--- src/rtl/din_cond_pkg.sv ---
package din_cond_pkg;

   typedef enum logic {
      FILT_SETTLE  = 1'b0,
      FILT_LEADING = 1'b1
   } filt_mode_e;

   localparam int unsigned EDGE_SEL_W = 2;
   localparam int unsigned EDGE_RISE_BIT = 0;
   localparam int unsigned EDGE_FALL_BIT = 1;

endpackage

--- src/rtl/dc_sync.sv ---
module dc_sync #(
   parameter int unsigned STAGES = 2
) (
   input  logic clk,
   input  logic d,
   output logic q
);

   initial begin
      if (STAGES < 2) $error("dc_sync: STAGES must be at least 2");
   end

   logic [STAGES-1:0] chain;

   always_ff @(posedge clk) begin
      chain[0] <= d;
   end

   generate
      for (genvar i = 1; i < STAGES; i++) begin : g_stage
         always_ff @(posedge clk) begin
            chain[i] <= chain[i-1];
         end
      end
   endgenerate

   assign q = chain[STAGES-1];

endmodule

--- src/rtl/dc_filter.sv ---
module dc_filter
   import din_cond_pkg::*;
#(
   parameter int unsigned TIME_W = 16
) (
   input  logic              clk,
   input  logic              rst_n,
   input  logic              pol,
   input  logic              direct,
   input  filt_mode_e        mode,
   input  logic [TIME_W-1:0] dtime,
   output logic              level
);

   localparam logic [TIME_W-1:0] ONE = {{(TIME_W-1){1'b0}}, 1'b1};

   logic [TIME_W-1:0] cnt;
   logic [TIME_W-1:0] lim;
   logic              hold;
   logic              prv;

   assign lim = dtime - ONE;

   always_ff @(posedge clk) begin
      if (!rst_n) begin
         level <= pol;
         prv   <= pol;
         hold  <= 1'b0;
         cnt   <= '0;
      end else begin
         prv <= pol;
         if (direct) begin
            level <= pol;
            hold  <= 1'b0;
            cnt   <= '0;
         end else if (mode == FILT_SETTLE) begin
            hold <= 1'b0;
            if (pol == level) begin
               cnt <= '0;
            end else if (cnt == lim) begin
               level <= pol;
               cnt   <= '0;
            end else begin
               cnt <= cnt + ONE;
            end
         end else begin
            if (hold) begin
               if (pol != prv) begin
                  cnt <= '0;
               end else if (cnt == lim) begin
                  hold <= 1'b0;
                  cnt  <= '0;
               end else begin
                  cnt <= cnt + ONE;
               end
            end else if (pol != level) begin
               level <= pol;
               hold  <= 1'b1;
               cnt   <= '0;
            end
         end
      end
   end

endmodule

--- src/rtl/dc_edges.sv ---
module dc_edges
   import din_cond_pkg::*;
(
   input  logic                  clk,
   input  logic                  rst_n,
   input  logic                  seed,
   input  logic                  level,
   input  logic [EDGE_SEL_W-1:0] sel,
   output logic                  rise,
   output logic                  fall,
   output logic                  count
);

   logic prev;

   always_ff @(posedge clk) begin
      if (!rst_n) prev <= seed;
      else        prev <= level;
   end

   assign rise  = rst_n & level & ~prev;
   assign fall  = rst_n & ~level & prev;
   assign count = (rise & sel[EDGE_RISE_BIT]) | (fall & sel[EDGE_FALL_BIT]);

endmodule

--- src/rtl/din_conditioner.sv ---
module din_conditioner
   import din_cond_pkg::*;
#(
   parameter int unsigned TIME_W      = 16,
   parameter int unsigned SYNC_STAGES = 2
) (
   input  logic                  clk,
   input  logic                  rst_n,
   input  logic                  pin_in,
   input  logic                  cfg_invert,
   input  logic                  cfg_bypass,
   input  logic                  cfg_mode,
   input  logic [TIME_W-1:0]     cfg_time,
   input  logic [EDGE_SEL_W-1:0] cfg_edge,
   output logic                  level_out,
   output logic                  rise_pulse,
   output logic                  fall_pulse,
   output logic                  count_pulse
);

   initial begin
      if (TIME_W < 1 || TIME_W > 32) $error("din_conditioner: TIME_W out of range");
   end

   logic synced;
   logic pol;
   logic direct;

   dc_sync #(.STAGES(SYNC_STAGES)) u_sync (
      .clk (clk),
      .d   (pin_in),
      .q   (synced)
   );

   assign pol    = synced ^ cfg_invert;
   assign direct = cfg_bypass | (cfg_time == '0);

   dc_filter #(.TIME_W(TIME_W)) u_filter (
      .clk    (clk),
      .rst_n  (rst_n),
      .pol    (pol),
      .direct (direct),
      .mode   (filt_mode_e'(cfg_mode)),
      .dtime  (cfg_time),
      .level  (level_out)
   );

   dc_edges u_edges (
      .clk   (clk),
      .rst_n (rst_n),
      .seed  (pol),
      .level (level_out),
      .sel   (cfg_edge),
      .rise  (rise_pulse),
      .fall  (fall_pulse),
      .count (count_pulse)
   );

endmodule

--- config.mk ---
export PLATFORM = sky130hd
export DESIGN_NAME = din_conditioner
export DESIGN_NICKNAME = d
export VERILOG_FILES = /design/src/rtl/din_cond_pkg.sv /design/src/rtl/dc_sync.sv /design/src/rtl/dc_filter.sv /design/src/rtl/dc_edges.sv /design/src/rtl/din_conditioner.sv
export SDC_FILE = /design/constraint.sdc
export NUM_CORES = 1
export LEC_CHECK = 0
export BUFFER_PORTS_ARGS = -buffer_cell sky130_fd_sc_hd__buf_2
export CAP_MARGIN = 20
export CORE_MARGIN = 2
export CORE_UTILIZATION = 50
export DETAILED_ROUTE_END_ITERATION = 16
export PLACE_DENSITY = 0.75
export SKIP_CTS_REPAIR_TIMING = 1
export SKIP_LAST_GASP = 1
export SYNTH_ARGS = -nofsm -noshare
export SYNTH_HDL_FRONTEND = slang
export SYNTH_SLANG_ARGS = --single-unit
export TNS_END_PERCENT = 20
--- constraint.sdc ---
create_clock -name clk -period 4 [get_ports clk]
set_clock_uncertainty 0.05 [all_clocks]
set_input_delay 0.2 -clock clk [delete_from_list [all_inputs] [get_ports clk]]
set_output_delay 0.2 -clock clk [all_outputs]
set_load 0.005 [all_outputs]
==> flow_summary.toml <==
[timing]
setup_violations = 0
finalCriticalPeriod_ps = 2500
rsz0062_at_grt = "false"
slew_headroom = 0.607
post-route-period-util = 0.624
finalMaxSlewViolations = 0
hold_violations = 0
worst_slew_pin_slew_ps = 585
setup-tns-final_ps = 0
fmax_ghz = 0.401

[clock_tree]
clk_path_buf_depth = 2
cts_tree = "yes"
cts_sinks = 22
clkTransAtPathRegs_ps = 130
cts_htree_levels = 1
clock_latency_ps = 310
clock-root-buffer = "clkbuf_4"
cts_buffers = 3

[setup_path]
crit_slowest_cell = "nor4_4"
cp_max_fo = 10
end_kind = "register"
start_kind = "input port"
rr_endpoint = "u_filter.cnt[12]"
reg2reg_depth = 7
timing.rr.start = "u_filter.cnt[7]"
critPathMaxStageDelay_ps = 570
critPathRequiredTime_ps = 4140
path_class = "in2reg"
cp_cell_sequence = "buf_2 > inv_1 > ha_1 > nor2b_1 > nand2_2 > a21boi_0 > nor4_1 > nand3_2 > nor4_4 > nor3_1"
arrival_ps = 2640
rrSetupSlack_ps = 1550

[logic_synthesis]
syn_area_um2 = 1700
synth_compound_area_frac = 0.146
synthSimpleGateAreaFrac = 0.366
synth.distinct_cells = 47
synth.area.mux_share = 0.00663
synthDominantAreaCellType = "dfxtp_1"
ys_top_cells_by_area = "dfxtp_1 (25%), xnor2_1 (11%), nor3_1 (6.2%)"
syn-mean-instance-area_um2 = 7.97
synthXorXnorAreaFrac = 0.180
synth_nets = 239
synth_edf_count = 1
synth_fa_ha_area_frac = 0.0147
ys.flop_type = "dfxtp_1"
synth_top_family_by_area = "simple AND/OR/NAND/NOR gates"
synth_top_area_frac = 0.248
synthCells = 213
yosysWarnings = 0
ys_ff_latch = 22
ys_seq_area_frac = 0.265
async_reset_ff_frac = 0

[finish]
n_antenna_cell = 0
drive_above_1_share = 0.166
final_common_cell = "buf_2"
final_nets = 268
final_cell_mix = "buf_2 (27), xnor2_1 (22), nor3_1 (21), dfxtp_1 (21), nand2_1 (17)"
fin_util = 0.585
area_delta_synth_final_pct = 14.1

[power]
p_comb_frac = 0.215
leakage_nw = 0.686
p_sw_w = 0.000139
powerDensity_nw_per_um2 = 252
pwr-share-clk = 0.305
internal-power_w = 0.000349
swShare = 0.284
vdd_drop_max_v = 0.000181
seq_power_share = 0.481

[die]
io_pins = 28
core_um2 = 3310
die_h_um = 62.3
die_width_um = 62.3
die_area_um2 = 3880
rows = 21
initial_core_util = 0.513

[drt]
drc = 0
drtPass1Iterations = 4
drt-vias-per-instance = 5.78
via_count = 1660
wirelength_mm = 3.91
drt-initial-drc-count = 120
wire_per_inst_um = 13.6
antenna_left = 0

[flow_run]
drv_cap = 0

[hold_path]
timing.hold.worst_endpoint = "u_filter.hold"
holdCritStartpoint = "cfg_mode"
hp-class = "in2reg"
holdPathStages = 3

[global_routing]
grt_pass1_vias = 1578
grt_pass1_wl_mm = 6.86
gr-total-overflow = 0
grt_antenna_before_repair = 0
grt_start_max_net_pins = 17
grt_util_all_layers = 0.215

[placement]
io_buffers = 27
place_congestion = 0.932
hpwl_mm = 3.04

[outcome]
status = "finished clean"
==> sequential cells by signal (all words and copies together), names as in the netlist <==
register / count
u_filter.level: 1
u_sync.chain: 1
u_filter.prv: 1
u_edges.prev: 1
u_sync.q: 1
u_filter.cnt: 16
u_filter.hold: 1
==> how the worst max path moves through the flow <==
| stage | start | end | slack, ps | cells after the start |
|---|---|---|---|---|
| floorplan | cfg_time[0] | u_filter.level | 1630 | 9 |
| global placement | cfg_time[0] | u_filter.level | 1310 | 10 |
| detailed placement | cfg_time[0] | u_filter.cnt[15] | 1180 | 10 |
| CTS | cfg_time[0] | u_filter.cnt[15] | 1520 | 10 |
| global route | cfg_time[0] | u_filter.cnt[15] | 1330 | 10 |
| finish | cfg_time[0] | u_filter.cnt[12] | 1500 | 10 |
==> critical path: cells and delay by family <==
| kind | cells | cell delay (ps) |
|---|---|---|
| fa+ha+maj | 1 | 190 |
| simple gates | 6 | 1920 |
| buf+inv | 2 | 180 |
| compound gates | 1 | 140 |
==> power groups by stage <==
stage	sequential, W	clock, W	combinational, W
2_1_floorplan	0.000236	0	0.0000698
3_3_place_gp	0.000239	0	0.000103
3_5_place_dp	0.000240	0	0.000104
4_1_cts	0.000235	0.000151	0.000105
5_1_grt	0.000236	0.000163	0.000117
6_report	0.000235	0.000149	0.000105
==> cells by family after synthesis <==
family | after synthesis
xor+xnor | 34
fa+ha+maj | 2
mux | 1
simple gates | 106
buf+inv | 10
flops | 22
compound gates | 38
==> cell usage after synthesis, drive strengths merged, types with 4 or more instances <==
library cell,count
nor3b,4
inv,5
dfxtp,21
clkbuf,5
nand2b,4
nand4,6
o21ai,7
o32ai,4
a31oi,5
nor2b,5
a21oi,11
nor2,11
nor4,5
nand3,11
and3,8
nand2,18
nor3,22
xor2,12
xnor2,22
==> per-stage QoR <==
stage	area [µm²]	power [W]	cells	hold slack [ps]	setup slack (ps)
2_1_floorplan	1700	0.000306	213	178	1630
3_3_place_gp	1880	0.000342	282	253	1310
3_5_place_dp	1880	0.000344	282	255	1180
4_1_cts	1930	0.000490	286	-83.2	1520
5_1_grt	1940	0.000516	287	86.2	1330
6_report	1940	0.000488	287	81.7	1500
==> area by class of cell <==
class                           count  area [µm²]
Timing Repair Buffer               29         153
Tap cell                           46        57.6
Sequential cell                    22         450
Clock buffer                        4        47.5
Fill cell                         344        1370
Inverter                            5        18.8
Multi-Input combinational cell    181        1210
==> layer usage <==
layer | track usage | wire length (µm) | vias up
li1 | - | - | 844
met1 | 0.281 | 1850 | 764
met2 | 0.370 | 1840 | 50
met3 | 0.0163 | 186 | 2
met4 | 0.0861 | 24 | 0
met5 | 0 | 0 | -
Power figures use the tool's default switching activity.
